`src/rtl/dotTimingPkg.sv`:
```
package dotTimingPkg;

  // strobes passed from the position control to the output datapath
  typedef struct packed {
    logic running;   // positions are live this cycle
    logic hsAct;     // inside horizontal sync
    logic vsAct;     // inside vertical sync
    logic hAct;      // inside the horizontal active window
    logic vAct;      // inside the vertical active window
    logic frameTop;  // first clock of the frame
  } timingStrobe_t;

  // index of each panel pin in the polarity stage
  localparam int PIN_HS = 0;
  localparam int PIN_VS = 1;
  localparam int PIN_DE = 2;
  localparam int PIN_COUNT = 3;

endpackage

```
`src/rtl/dotTimingCtrl.sv`:
```
module dotTimingCtrl
  import dotTimingPkg::*;
#(
  parameter int H_W = 12,
  parameter int V_W = 11
) (
  input  logic           clk,
  input  logic           rstN,
  input  logic           runEn,
  input  logic [H_W-1:0] hPeriod,
  input  logic [H_W-1:0] hsWidth,
  input  logic [H_W-1:0] hWait,
  input  logic [H_W-1:0] hValid,
  input  logic [V_W-1:0] frameLines,
  input  logic [V_W-1:0] vsWidth,
  input  logic [V_W-1:0] vWait,
  input  logic [V_W-1:0] vValid,
  output timingStrobe_t  strobe
);

  // one extra bit so sums and +1 comparisons cannot wrap
  localparam int HX = H_W + 1;
  localparam int VX = V_W + 1;

  logic [H_W-1:0] hCnt;
  logic [V_W-1:0] vCnt;
  logic           lineEnd;
  logic           frameEnd;
  logic [HX-1:0]  hWinEnd;
  logic [VX-1:0]  vWinEnd;

  assign lineEnd  = ({1'b0, hCnt} + HX'(1)) >= {1'b0, hPeriod};
  assign frameEnd = ({1'b0, vCnt} + VX'(1)) >= {1'b0, frameLines};
  assign hWinEnd  = {1'b0, hWait} + {1'b0, hValid};
  assign vWinEnd  = {1'b0, vWait} + {1'b0, vValid};

  always_ff @(posedge clk or negedge rstN) begin
    if (!rstN) begin
      hCnt <= '0;
      vCnt <= '0;
    end else if (!runEn) begin
      hCnt <= '0;
      vCnt <= '0;
    end else if (lineEnd) begin
      hCnt <= '0;
      vCnt <= frameEnd ? '0 : vCnt + V_W'(1);
    end else begin
      hCnt <= hCnt + H_W'(1);
    end
  end

  always_comb begin
    strobe.running  = runEn;
    strobe.hsAct    = hCnt < hsWidth;
    strobe.vsAct    = vCnt < vsWidth;
    strobe.hAct     = (hCnt >= hWait) && ({1'b0, hCnt} < hWinEnd);
    strobe.vAct     = (vCnt >= vWait) && ({1'b0, vCnt} < vWinEnd);
    strobe.frameTop = (hCnt == '0) && (vCnt == '0);
  end

endmodule

```
`src/rtl/dotTimingOut.sv`:
```
module dotTimingOut
  import dotTimingPkg::*;
(
  input  logic          clk,
  input  logic          rstN,
  input  timingStrobe_t strobe,
  input  logic          syncOn,
  input  logic          dePresent,
  input  logic          hsPolHigh,
  input  logic          vsPolHigh,
  input  logic          dePolHigh,
  output logic          hsyncOut,
  output logic          vsyncOut,
  output logic          deOut,
  output logic          pixReq,
  output logic          frameStart
);

  logic [PIN_COUNT-1:0] actQ;
  logic [PIN_COUNT-1:0] polHigh;
  logic [PIN_COUNT-1:0] pinLvl;
  logic                 reqQ;
  logic                 topQ;
  logic                 reqNext;

  assign reqNext = strobe.running && strobe.hAct && strobe.vAct;

  always_ff @(posedge clk or negedge rstN) begin
    if (!rstN) begin
      actQ <= '0;
      reqQ <= 1'b0;
      topQ <= 1'b0;
    end else begin
      actQ[PIN_HS] <= strobe.running && strobe.hsAct && syncOn;
      actQ[PIN_VS] <= strobe.running && strobe.vsAct && syncOn;
      actQ[PIN_DE] <= reqNext && dePresent;
      reqQ         <= reqNext;
      topQ         <= strobe.running && strobe.frameTop;
    end
  end

  assign polHigh[PIN_HS] = hsPolHigh;
  assign polHigh[PIN_VS] = vsPolHigh;
  assign polHigh[PIN_DE] = dePolHigh;

  // polarity applied after the register so a change shows at once
  for (genvar i = 0; i < PIN_COUNT; i++) begin : g_pol
    assign pinLvl[i] = polHigh[i] ? actQ[i] : ~actQ[i];
  end

  assign hsyncOut   = pinLvl[PIN_HS];
  assign vsyncOut   = pinLvl[PIN_VS];
  assign deOut      = pinLvl[PIN_DE];
  assign pixReq     = reqQ;
  assign frameStart = topQ;

endmodule

```
`src/rtl/dotTimingGen.sv`:
```
module dotTimingGen
  import dotTimingPkg::*;
#(
  parameter int H_W = 12,
  parameter int V_W = 11
) (
  input  logic           clk,
  input  logic           rstN,
  input  logic           runEn,
  input  logic           syncOn,
  input  logic           dePresent,
  input  logic           hsPolHigh,
  input  logic           vsPolHigh,
  input  logic           dePolHigh,
  input  logic [H_W-1:0] hPeriod,
  input  logic [H_W-1:0] hsWidth,
  input  logic [H_W-1:0] hWait,
  input  logic [H_W-1:0] hValid,
  input  logic [V_W-1:0] frameLines,
  input  logic [V_W-1:0] vsWidth,
  input  logic [V_W-1:0] vWait,
  input  logic [V_W-1:0] vValid,
  output logic           hsyncOut,
  output logic           vsyncOut,
  output logic           deOut,
  output logic           pixReq,
  output logic           frameStart
);

  timingStrobe_t strobe;

  dotTimingCtrl #(.H_W(H_W), .V_W(V_W)) ctrl (
    .clk(clk), .rstN(rstN), .runEn(runEn),
    .hPeriod(hPeriod), .hsWidth(hsWidth), .hWait(hWait), .hValid(hValid),
    .frameLines(frameLines), .vsWidth(vsWidth), .vWait(vWait), .vValid(vValid),
    .strobe(strobe)
  );

  dotTimingOut dpath (
    .clk(clk), .rstN(rstN), .strobe(strobe),
    .syncOn(syncOn), .dePresent(dePresent),
    .hsPolHigh(hsPolHigh), .vsPolHigh(vsPolHigh), .dePolHigh(dePolHigh),
    .hsyncOut(hsyncOut), .vsyncOut(vsyncOut), .deOut(deOut),
    .pixReq(pixReq), .frameStart(frameStart)
  );

endmodule

```
`config.mk`:
```
export PLATFORM = sky130hd
export DESIGN_NAME = dotTimingGen
export DESIGN_NICKNAME = d
export VERILOG_FILES = /design/src/rtl/dotTimingPkg.sv /design/src/rtl/dotTimingCtrl.sv /design/src/rtl/dotTimingOut.sv /design/src/rtl/dotTimingGen.sv
export SDC_FILE = /design/constraint.sdc
export NUM_CORES = 1
export LEC_CHECK = 0
export BUFFER_PORTS_ARGS = -buffer_cell sky130_fd_sc_hd__buf_2
export CELL_PAD_IN_SITES_DETAIL_PLACEMENT = 0
export CELL_PAD_IN_SITES_GLOBAL_PLACEMENT = 1
export CORE_MARGIN = 1.5
export CORE_UTILIZATION = 25
export CTS_CLUSTER_DIAMETER = 40
export DETAILED_ROUTE_END_ITERATION = 8
export GPL_TIMING_DRIVEN = 0
export PLACE_DENSITY = 0.54
export SLEW_MARGIN = 20
export SYNTH_ARGS = -nofsm -noshare
export SYNTH_HDL_FRONTEND = slang
export SYNTH_HIERARCHICAL = 1
export SYNTH_SLANG_ARGS = --single-unit
```
`constraint.sdc`:
```
create_clock -name clk -period 4.1 [get_ports clk]
set_clock_uncertainty 0.05 [all_clocks]
set_input_delay 1.025 -clock clk [delete_from_list [all_inputs] [get_ports clk]]
set_output_delay 1.025 -clock clk [all_outputs]
set_load 0.01 [all_outputs]
```
# After elaboration in Yosys (flattened, before gate mapping)
# Cells that the tools add are included.
[word_totals] regBits=28 in_bits=100 output_inout_bits=5 elab_cells=44
[classes] addsub=6 order_cmp=8 n_eq_ne=1 n_mux=8 bitwise=3 n_reduce_logical=13
[op_table] operator="$mux 11" count=3
[op_table] operator="$mux 12" count=2
[op_table] operator="$add 12x1->13 const B" count=1
[op_table] operator="$add 12x12->13" count=1
[op_table] operator="$ge 13x12->1" count=1
[op_table] operator="$lt 12x13->1" count=1
[op_table] operator="$add 11x1->12 const B" count=1
[op_table] operator="$add 11x11->12" count=1
[op_table] operator="$add 12x1->12 const B" count=1
[op_table] operator="$ge 12x11->1" count=1
[op_table] operator="$ge 12x12->1" count=1
[op_table] operator="$logic_not 12->1" count=1
[op_table] operator="$lt 11x12->1" count=1
[op_table] operator="$lt 12x12->1" count=1
[op_table] operator="$add 11x1->11 const B" count=1
[op_table] operator="$ge 11x11->1" count=1
[op_table] operator="$logic_and 1x1->1" count=11
[op_table] operator="$logic_not 11->1" count=1
[op_table] operator="$lt 11x11->1" count=1
[op_table] operator="$mux 1" count=3
[op_table] operator="$not 1->1" count=3
[op_table] operator="$ne 2x1->1 const B" count=1

# Depth between registers and ports, before layout
# Gate-level depths: netlist of the first run.
[logic_depth] ltp_word=6 ltp_mapped=16 mapped_depth_nobuf=16

# Hierarchy
# The synthesis of the first run kept the hierarchy.
[by_module_without_submodules] module="dotTimingCtrl" n_inst=1 cells_per_inst=542 area_per_inst_um2=4376.7 seq_area_each_um2=575.6
[by_module_without_submodules] module="dotTimingOut" n_inst=1 cells_per_inst=13 area_per_inst_um2=190.2 seq_area_each_um2=125.1

# Worst setup path after synthesis of the first run
# No wires, ideal clock.
[synth_timing] path_kind="input-to-reg" from="in hWait[0]" to="reg dpath.actQ[2]" setup_time_ns=0.068 arrival_ns=3.841 t_required_ns=3.982 setup_slack_ns=0.141 cell_stages=16 n_path_buf=0 path_cell_list="ha_1 inv_1 fa_1 nor2b_1 o31a_1 or4_1 a31oi_1 xor2_1 ha_1 o21ai_0 o21bai_1 a21o_1 a21oi_1 o31ai_1 a32oi_1 and4_1"
[synth_rtl] element="start: declaration" line="dotTimingGen.sv:17" text="input logic [H_W-1:0] hWait,"
[synth_rtl] element="end signal: indexed assignment" line="dotTimingOut.sv:34" text="actQ[PIN_HS] <= strobe.running && strobe.hsAct && syncOn;"
[synth_rtl] element="end signal: indexed assignment" line="dotTimingOut.sv:35" text="actQ[PIN_VS] <= strobe.running && strobe.vsAct && syncOn;"
[synth_rtl] element="end signal: indexed assignment" line="dotTimingOut.sv:36" text="actQ[PIN_DE] <= reqNext && dePresent;"
[synth_rtl] element="end: declaration" line="dotTimingOut.sv:19" text="logic [PIN_COUNT-1:0] actQ;"

==> results of run 1 <==
power by group:
| part | leakage, nW | total, mW | switching, mW | internal, mW |
|---|---|---|---|---|
| combinational | 2.68 | 0.420 | 0.225 | 0.195 |
| clock | 0.0442 | 0.251 | 0.101 | 0.150 |
| sequential | 0.384 | 0.299 | 0.0149 | 0.284 |
| total | 3.11 | 0.970 | 0.341 | 0.629 |
registers in the layout (all words and copies together) (netlist names):
name and cells:
ctrl/hCnt 12, dpath/frameStart 1, ctrl/vCnt 11, dpath/pixReq 1, dpath/actQ 3
logic make-up (layout without fill, tap and decap cells):
family / count (synthesis) / count (layout) / synth area share [%]
flip-flops: 28 / 28 / 15.3
AO/OA/AOI/OAI: 138 / 138 / 20.3
XOR/XNOR: 34 / 34 / 6.52
adder cells (fa/ha/maj): 117 / 117 / 32.4
AND/OR/NAND/NOR: 148 / 148 / 17.6
buffers and inverters: 90 / 199 / 7.86
Yosys cell counts (3+ instances only):
| master | n | share of area [%] |
|---|---|---|
| ha_1 | 115 | 32 |
| inv_1 | 83 | 6.8 |
| nor2_1 | 33 | 2.7 |
| o21ai_0 | 29 | 3.2 |
| a21oi_1 | 28 | 3.1 |
| dfrtp_1 | 28 | 15 |
| nand2_1 | 25 | 2.1 |
| xnor2_1 | 18 | 3.5 |
| xor2_1 | 16 | 3.1 |
| a21o_1 | 15 | 2.5 |
| a211oi_1 | 11 | 1.8 |
| and2_1 | 11 | 1.5 |
| nand3_1 | 11 | 1.2 |
| nand4_1 | 11 | 1.5 |
| a22o_1 | 10 | 1.9 |
| nand2b_1 | 10 | 1.4 |
| nor2b_1 | 9 | 1.2 |
| nor3_1 | 9 | 0.99 |
| nor4_1 | 7 | 0.96 |
| o21a_1 | 7 | 1.2 |
| a31oi_1 | 6 | 0.82 |
| o31ai_1 | 6 | 0.99 |
| a311oi_1 | 4 | 0.77 |
| a211o_1 | 3 | 0.58 |
| and3_1 | 3 | 0.41 |
| and3_2 | 3 | 0.49 |
| o211ai_1 | 3 | 0.49 |
| o31a_1 | 3 | 0.58 |
layout by cell type, fill, tap and decap left out, types with 4 or more instances in the layout:
cell and n:
o21ai_0 28, nor2_1 33, o21a_1 7, nor4_1 7, inv_1 82, nor3_1 9, nand2_1 25, dfrtp_1 28
a21oi_1 28, nand2b_1 10, a311oi_1 4, and2_1 11, xnor2_1 18, nor2b_1 9, o31ai_1 6, nand4_1 11
a21o_1 15, buf_2 105, a211oi_1 8, xor2_1 15, ha_1 114, nand3_1 11, a22o_1 10, a31oi_1 5
worst max-delay path: cells and delay by family:
family | cells | cell delay [ns]
AO/OA/AOI/OAI | 8 | 1.47
XOR/XNOR | 1 | 0.10
adder cells (fa/ha/maj) | 3 | 0.62
buffers and inverters | 2 | 0.17
AND/OR/NAND/NOR | 3 | 0.73
per-layer routing:
metal	vias to the layer above	global-route usage, %
met1	1882	17.9
met3	6	2.67
li1	2220	-
met5	-	0
met4	0	0.997
met2	78	21.6
cell type report:
cell class	count	area [sq um]
buffer	7	47.5
clock buffer	4	88.8
fill	1949	12400
inverter	83	312
multi-input combinational	437	3560
sequential	28	701
tap	229	287
timing repair buffer	105	528
stage by stage:
stage	power [mW]	std cells	cell area (sq um)	worst slack [ns]
6_report	0.970	893	5530	0.131
5_1_grt	1.06	893	5530	-0.0428
2_1_floorplan	0.570	555	4570	0.141
3_3_place_gp	0.708	888	5370	-0.490
3_5_place_dp	0.718	888	5370	-0.510
4_1_cts	0.984	892	5500	0.0155
path summary, 6_finish.rpt:
kind                         startpoint            end  slack, ns  cells past startpoint
hold / removal             ctrl/hCnt[0]   ctrl/hCnt[0]       0.57                      1
min in group asynchronous          rstN  dpath/actQ[1]       0.73                      1
setup / recovery               hWait[0]  dpath/actQ[2]       0.13                     17
setup reg to reg           ctrl/vCnt[0]   ctrl/vCnt[2]       0.56                     15
hold reg to reg            ctrl/hCnt[0]   ctrl/hCnt[0]       0.57                      1
max in group asynchronous          rstN   ctrl/vCnt[5]       2.83                      1
timing repair:
action | in CTS | in global routing
buffers inserted | 0 | 1
setup endpoints to repair | 2 | 3
pin swaps | 1 | 5
endpoints found under the hold margin | 0 | 0
resized for setup | 5 | 8
gates cloned | 0 | 0
==> out/results.txt, run 1 <==
Port Buffers: 104
global-route wire length before repair: 20300 um
Setup violations, final: 0
initial antenna violation count: 0
die area: 0.0191 sq mm
Worst setup EP type: flop
Clock Tree Buf Depth: 2
Max rail drop VDD: 0.000134 V
critical path launch point type: input pin
Clock Latency Late Sink: 0.27 ns
Slew HR: 34.1%
Wirelength per Cell: 13.9 um
hold_buf cts: 0
routed wl met3: 574 um
Slew Limit Fails: 0
Hold Slack: 0.570 ns
slowest CP cell: or4_4
Placeable Area: 0.0180 sq mm
Synth Net Count: 772
Die Span Y: 138 um
Yosys reg bits: 28
status: completed
Crit path arrival time: 4.13 ns
Max Clk Rate: 252 MHz
num ports: 105
crit path max fanout: 3
top sig layer: met4
TNS Setup: 0 ns
clock period minus worst slack: 3.97 ns
max cap viols: 0
GR Overflow Total: 0
vias in the first global route: 4125
Gate Count Post-Synth: 555
pwr dens: 176 mW/mm^2
asr flop ratio synth: 100%
via count: 4186
slowest stage delay, CP: 0.46 ns
clock transition at the registers of the reported paths: 0.07 ns
Yosys cell types: 56
Least-Margin Pin Slew: 0.980 ns
DR iter-0 viols: 158
Via density: 4.69
required time of the critical path: 4.26 ns
unrepaired setup endpoints after global routing: yes
largest net degree at the start of global routing: 29
crit-path cells: buf_2, ha_2, inv_2, fa_2, nor2b_1, o31a_1, or4_4, a31oi_4, xor2_2, ha_1, a211oi_2, o21bai_1, a21o_1, a21oi_1, o31ai_1, a32oi_2, and4_1
warnings from Yosys: 6
All-Layer GR Usage: 12.9%
Pre-Repair DR Iteration Count: 4
CTS tree: done
final wirelength: 12400 um
P_leak: 3.11 nW
diode count: 0
nets: 882
number of synthesized flops with an enable pin: 0
Detail Route Antenna Nets: 0
dpl hpwl: 10400 um
Root Buffer: clkbuf_16
width of the die: 138 um
drt drc: 0
Routed met1 length: 6110 um
H-tree Lvls: 1
main flop type after synthesis: dfrtp_1
Layout area overhead: 21.0%
Num CTS Buffers: 3
final count of hold timing violations: 0
Util after Layout: 30.8%
synthesized area: 0.00457 sq mm
share of post-route cells with drive strength above 1: 19.9%
fin crit share: 96.8%
average size of a mapped cell: 8.23 sq um
Routed met2 length: 5680 um
Initial Utilization: 25.4%
Final GP Congestion: 0.776
kind of critical path: input pin to flop
sequential fraction of the synthesis area: 15.3%
row count: 49
Hold Crit Class: flop to flop
Sink Count: 28
Note: power is estimated with default switching activity, not from simulation.
==> run 2, diff against run 1 <==
--- a/config.mk
+++ b/config.mk
@@ -14,6 +14,7 @@
 export DETAILED_ROUTE_END_ITERATION = 8
 export GPL_TIMING_DRIVEN = 0
 export PLACE_DENSITY = 0.54
+export SETUP_SLACK_MARGIN = 0.15
 export SLEW_MARGIN = 20
 export SYNTH_ARGS = -nofsm -noshare
 export SYNTH_HDL_FRONTEND = slang
==> out/results.txt, run 2 (synthesized netlist as in run 1, its figures left out) <==
unrepaired setup endpoints after global routing: yes (unchanged)
Clock Latency Late Sink: 0.27 ns (about the same)
diode count: 0 (unchanged)
Setup violations, final: 0 (unchanged)
Max Clk Rate: 249 MHz (was 252 MHz)
GR Overflow Total: 0 (unchanged)
Final Cell Area: 0.00560 sq mm (was 0.00553 sq mm)
Crit path arrival time: 4.18 ns (was 4.13 ns)
Cell Area, Placed: 0.00538 sq mm (was 0.00537 sq mm)
Slew HR: 34.5% (was 34.1%)
Via density: 4.70 (was 4.69)
Slew Limit Fails: 0 (unchanged)
final count of hold timing violations: 0 (unchanged)
P_leak: 3.13 nW (was 3.11 nW)
Sequential Area: 701 sq um (unchanged)
Pre-Repair DR Iteration Count: 6 (was 4)
drt drc: 0 (unchanged)
global-route wire length before repair: 20700 um (was 20300 um)
final wirelength: 12400 um (about the same)
biggest regs: ctrl/hCnt (12), ctrl/vCnt (11), dpath/actQ (3) (unchanged)
Layout fillers: 1969 (was 1949)
largest net degree at the start of global routing: 29 (unchanged)
Sink Count: 28 (unchanged)
Final GP Congestion: 0.767 (was 0.776)
share of post-route cells with drive strength above 1: 20.8% (was 19.9%)
GRT busiest layer: met2 (unchanged)
Initial Utilization: 25.4% (unchanged)
hold_buf cts: 0 (unchanged)
num ports: 105 (unchanged)
reg2reg setup slack: 0.60 ns (was 0.56 ns)
Hold Crit Class: flop to flop (unchanged)
status: completed (unchanged)
pwr dens: 175 mW/mm^2 (was 176 mW/mm^2)
required time of the critical path: 4.26 ns (about the same)
Layout area overhead: 22.6% (was 21.0%)
width of the die: 138 um (unchanged)
Root Buffer: clkbuf_16 (unchanged)
CTS tree: done (unchanged)
critical path launch point type: input pin (unchanged)
met1 Use GR: 19.0% (was 17.9%)
max cap viols: 0 (unchanged)
DR iter-0 viols: 130 (was 158)
kind of critical path: input pin to flop (unchanged)
GRT met3 Usage: 2.08% (was 2.67%)
initial antenna violation count: 0 (unchanged)
Placeable Area: 0.0180 sq mm (unchanged)
largest register by flop count: ctrl/hCnt (unchanged)
Wirelength per Cell: 13.9 um (about the same)
via count: 4223 (was 4186)
Die Span Y: 138 um (unchanged)
Hold Slack: 0.573 ns (was 0.570 ns)
area of the multi-input gates: 0.00360 sq mm (was 0.00356 sq mm)
H-tree Lvls: 1 (unchanged)
dpl hpwl: 10400 um (about the same)
fin crit share: 98.1% (was 96.8%)
most frequent cells in the layout: ha_1 (113), buf_2 (105), inv_1 (82), nor2_1 (33) (was ha_1 (114), buf_2 (105), inv_1 (82), nor2_1 (33))
Largest register FFs: 12 (unchanged)
Least-Margin Pin Slew: 0.975 ns (was 0.980 ns)
clock period minus worst slack: 4.02 ns (was 3.97 ns)
Max rail drop VDD: 0.000182 V (was 0.000134 V)
met2 GRT Util: 21.6% (about the same)
vias in the first global route: 4168 (was 4125)
Detail Route Antenna Nets: 0 (unchanged)
crit path max fanout: 3 (unchanged)
nets: 887 (was 882)
clock transition at the registers of the reported paths: 0.07 ns (about the same)
Num CTS Buffers: 3 (unchanged)
most common cell after layout, fill and taps aside: ha_1 (unchanged)
row count: 49 (unchanged)
Port Buffers: 104 (unchanged)
Clock Tree Buf Depth: 2 (unchanged)
Worst setup EP type: flop (unchanged)
All-Layer GR Usage: 13.2% (was 12.9%)
die area: 0.0191 sq mm (unchanged)
-- run 2: path summary, 6_finish.rpt --
| path | end | from | depth (start not counted) |
|---|---|---|---|
| min in group asynchronous | dpath/actQ[0] | rstN | 1 |
| max | dpath/actQ[2] | hWait[0] | 17 |
| max in group asynchronous | ctrl/hCnt[1] | rstN | 1 |
| min reg2reg | ctrl/hCnt[0] | ctrl/hCnt[0] | 1 |
| min | ctrl/hCnt[0] | ctrl/hCnt[0] | 1 |
| max reg2reg | ctrl/vCnt[2] | ctrl/vCnt[0] | 15 |
-- run 2: per-layer routing --
layer | vias to the layer above | wire [um] | part of all wire, %
li1 | 2227 | - | -
met2 | 81 | 5760 | 46
met5 | - | 0 | 0
met3 | 2 | 382 | 3.1
met1 | 1913 | 6280 | 50
met4 | 0 | 24 | 0.19
-- run 2: critical path: stages --
cell	delay (ns)
buf_2	0.13
ha_4	0.16
inv_2	0.04
fa_2	0.19
nor2b_1	0.06
o31a_1	0.33
or4_4	0.45
a31oi_4	0.22
xor2_2	0.18
ha_1	0.26
o21ai_1	0.15
o21bai_1	0.08
a21o_1	0.17
a21oi_1	0.14
o31ai_1	0.10
a32oi_2	0.27
and4_1	0.21
-- run 2: power by group --
group	internal [mW]	switching, mW
registers	0.284	0.0145
clock network	0.150	0.0988
logic	0.204	0.230
total	0.638	0.343
-- run 2: cell type report --
| cell class | count | share of cell area [%] |
|---|---|---|
| inverters | 83 | 5.57 |
| plain buffers | 7 | 0.849 |
| flip-flops and latches | 28 | 12.5 |
| well taps | 229 | 5.12 |
| multi-input cells | 437 | 64.3 |
| clock buffers | 4 | 1.59 |
| repair buffers | 110 | 10.1 |
-- run 2: metrics by stage --
step	TNS [ns]	total power [mW]	setup WS (ns)	std cells	util, %
global route	-0.0699	1.08	-0.0452	898	31.2
CTS	0	0.992	0.150	895	30.9
detailed placement	-0.919	0.718	-0.462	888	30.0
finish	0	0.981	0.0772	898	31.2
global placement	-0.839	0.710	-0.420	888	30.0
floorplan	0	0.571	0.180	555	-
-- run 2: what timing repair did --
action | in CTS | in global routing
endpoints found under the setup margin | 2 | 12
gates resized for setup | 12 | 5
pin swaps | 6 | 8
setup buffers | 3 | 3
==> run 3, diff against run 2 <==
--- a/config.mk
+++ b/config.mk
@@ -13,7 +13,7 @@
 export CTS_CLUSTER_DIAMETER = 40
 export DETAILED_ROUTE_END_ITERATION = 8
 export GPL_TIMING_DRIVEN = 0
-export PLACE_DENSITY = 0.54
+export PLACE_DENSITY = 0.63
 export SETUP_SLACK_MARGIN = 0.15
 export SLEW_MARGIN = 20
 export SYNTH_ARGS = -nofsm -noshare
==> out/results.txt, run 3 (synthesized netlist as in run 1, its figures left out) <==
final count of hold timing violations: 0 (unchanged)
Least-Margin Pin Slew: 0.952 ns (was 0.975 ns)
share of post-route cells with drive strength above 1: 20.9% (was 20.8%)
final wirelength: 12100 um (was 12400 um)
nets: 889 (was 887)
P_leak: 3.15 nW (was 3.13 nW)
Layout area overhead: 23.3% (was 22.6%)
dpl hpwl: 10300 um (was 10400 um)
All-Layer GR Usage: 12.5% (was 13.2%)
max cap viols: 0 (unchanged)
Pint: 0.685 mW (was 0.638 mW)
required time of the critical path: 4.25 ns (was 4.26 ns)
Sink Count: 28 (unchanged)
initial antenna violation count: 0 (unchanged)
Layout fillers: 1950 (was 1969)
Die Span Y: 138 um (unchanged)
DR iter-0 viols: 178 (was 130)
reg2reg setup slack: 0.60 ns (about the same)
clock transition at the registers of the reported paths: 0.08 ns (was 0.07 ns)
biggest regs: ctrl/hCnt (12), ctrl/vCnt (11), dpath/actQ (3) (unchanged)
Final Cell Area: 0.00563 sq mm (was 0.00560 sq mm)
kind of critical path: input pin to flop (unchanged)
Worst setup EP type: flop (unchanged)
global-route wire length before repair: 20000 um (was 20700 um)
Pre-Repair DR Iteration Count: 4 (was 6)
via count: 4247 (was 4223)
Clock Latency Late Sink: 0.27 ns (about the same)
Setup violations, final: 0 (unchanged)
vias in the first global route: 4186 (was 4168)
Util after Layout: 31.4% (was 31.2%)
sequential share of power: 29.0% (was 30.4%)
Via density: 4.72 (was 4.70)
clock period minus worst slack: 3.97 ns (was 4.02 ns)
Sw Share: 33.3% (was 35.0%)
Detail Route Antenna Nets: 0 (unchanged)
min-delay src: ctrl/hCnt[0] (unchanged)
status: completed (unchanged)
Final GP Congestion: 0.773 (was 0.767)
filler-free cell count of the finished design: 900 (was 898)
TNS Setup: 0 ns (unchanged)
Placeable Area: 0.0180 sq mm (unchanged)
most frequent cells in the layout: ha_1 (113), buf_2 (103), inv_1 (82), nor2_1 (33) (was ha_1 (113), buf_2 (105), inv_1 (82), nor2_1 (33))
fin worst setup slack: 0.127 ns (was 0.0772 ns)
Worst Hold Path Cells: 1 (unchanged)
Num CTS Buffers: 3 (unchanged)
Crit path arrival time: 4.13 ns (was 4.18 ns)
R2R Path Start: ctrl/vCnt[0] (unchanged)
Clock Tree Buf Depth: 2 (unchanged)
fin crit share: 96.9% (was 98.1%)
Hold Crit Class: flop to flop (unchanged)
row count: 49 (unchanged)
Cell Area, Placed: 0.00538 sq mm (unchanged)
GR Overflow Total: 0 (unchanged)
most common cell after layout, fill and taps aside: ha_1 (unchanged)
worst r2r dst: ctrl/vCnt[0] (was ctrl/vCnt[2])
Endpoint, Worst Hold: ctrl/hCnt[0] (unchanged)
Initial Utilization: 25.4% (unchanged)
Register-to-Register Path Depth: 15 (unchanged)
hold_buf cts: 0 (unchanged)
largest net degree at the start of global routing: 29 (unchanged)
num ports: 105 (unchanged)
pre-CTS WS: -0.542 ns (was -0.462 ns)
largest register by flop count: ctrl/hCnt (unchanged)
die area: 0.0191 sq mm (unchanged)
Largest register FFs: 12 (unchanged)
pwr dens: 182 mW/mm^2 (was 175 mW/mm^2)
diode count: 0 (unchanged)
unrepaired setup endpoints after global routing: yes (unchanged)
Max Clk Rate: 252 MHz (was 249 MHz)
H-tree Lvls: 1 (unchanged)
Max rail drop VDD: 0.000141 V (was 0.000182 V)
placed insts: 888 (unchanged)
logic gate share of total power: 42.3% (was 44.2%)
width of the die: 138 um (unchanged)
Slew HR: 36.0% (was 34.5%)
Slew Limit Fails: 0 (unchanged)
Wirelength per Cell: 13.5 um (was 13.9 um)
drt drc: 0 (unchanged)
Root Buffer: clkbuf_16 (unchanged)
crit path max fanout: 3 (unchanged)
Port Buffers: 104 (unchanged)
critical path launch point type: input pin (unchanged)
Clock power frac: 28.7% (was 25.4%)
CTS tree: done (unchanged)
switching pwr: 0.342 mW (was 0.343 mW)
-- run 3: cell count changes in the layout (fill, tap and decap cells not counted), moves of 2 or more --
cell	delta
a211oi_2	-2
buf_2	-2
a211oi_1	+2
buf_4	+2
-- run 3: worst max path at each step --
stage,from,endpoint,cells after the start
after global placement,hWait[0],dpath/pixReq,17
after CTS,hWait[0],dpath/pixReq,17
after global routing,hWait[0],dpath/actQ[2],16
after floorplan,hWait[0],dpath/actQ[2],16
after detailed placement,hWait[0],dpath/pixReq,17
final,hWait[0],dpath/actQ[2],17
-- run 3: power groups by stage --
stage               logic, mW  registers (mW)  clock network [mW]
floorplan               0.272           0.299                   0
global placement        0.399           0.303                   0
detailed placement      0.412           0.304                   0
CTS                     0.431           0.299               0.302
global route            0.496           0.300               0.316
finish                  0.434           0.298               0.295
-- run 3: area by class of cell --
type                    count  area (sq um)  area share (%)
plain buffers               7          47.5           0.844
clock buffers               3          75.1            1.33
clock inverters             1          30.0           0.533
inverters                  83           312            5.53
multi-input cells         437          3580            63.6
flip-flops and latches     28           701            12.4
well taps                 229           287            5.09
repair buffers            112           597            10.6
-- run 3: through the flow --
stage	power, mW	hold WS (ns)
floorplan	0.571	0.450
global placement	0.702	0.553
detailed placement	0.716	0.573
CTS	1.03	0.579
global route	1.11	0.598
finish	1.03	0.555
-- run 3: metal layers --
| layer | GRT usage, % | share of wire [%] | wire length, um |
|---|---|---|---|
| met2 | 21.2 | 47 | 5710 |
| met4 | 1.39 | 0.48 | 58 |
| met3 | 1.84 | 3.9 | 471 |
| met1 | 17.4 | 49 | 5910 |
| met5 | 0 | 0 | 0 |
-- run 3: critical path: stages --
cell,delay [ns]
buf_8,0.10
ha_4,0.15
inv_2,0.04
fa_2,0.19
nor2b_2,0.05
o31a_1,0.32
or4_4,0.45
a31oi_4,0.22
xor2_1,0.19
ha_1,0.27
o21ai_1,0.13
o21bai_1,0.09
a21o_1,0.16
a21oi_2,0.13
o31ai_2,0.08
a32oi_2,0.29
and4_1,0.22
-- run 3: repair_timing --
| action | in CTS | in global routing |
|---|---|---|
| pin swaps | 13 | 10 |
| setup endpoints to repair | 2 | 5 |
| resized for setup | 17 | 2 |
| setup buffers | 5 | 3 |
| hold endpoints to repair | 0 | 0 |
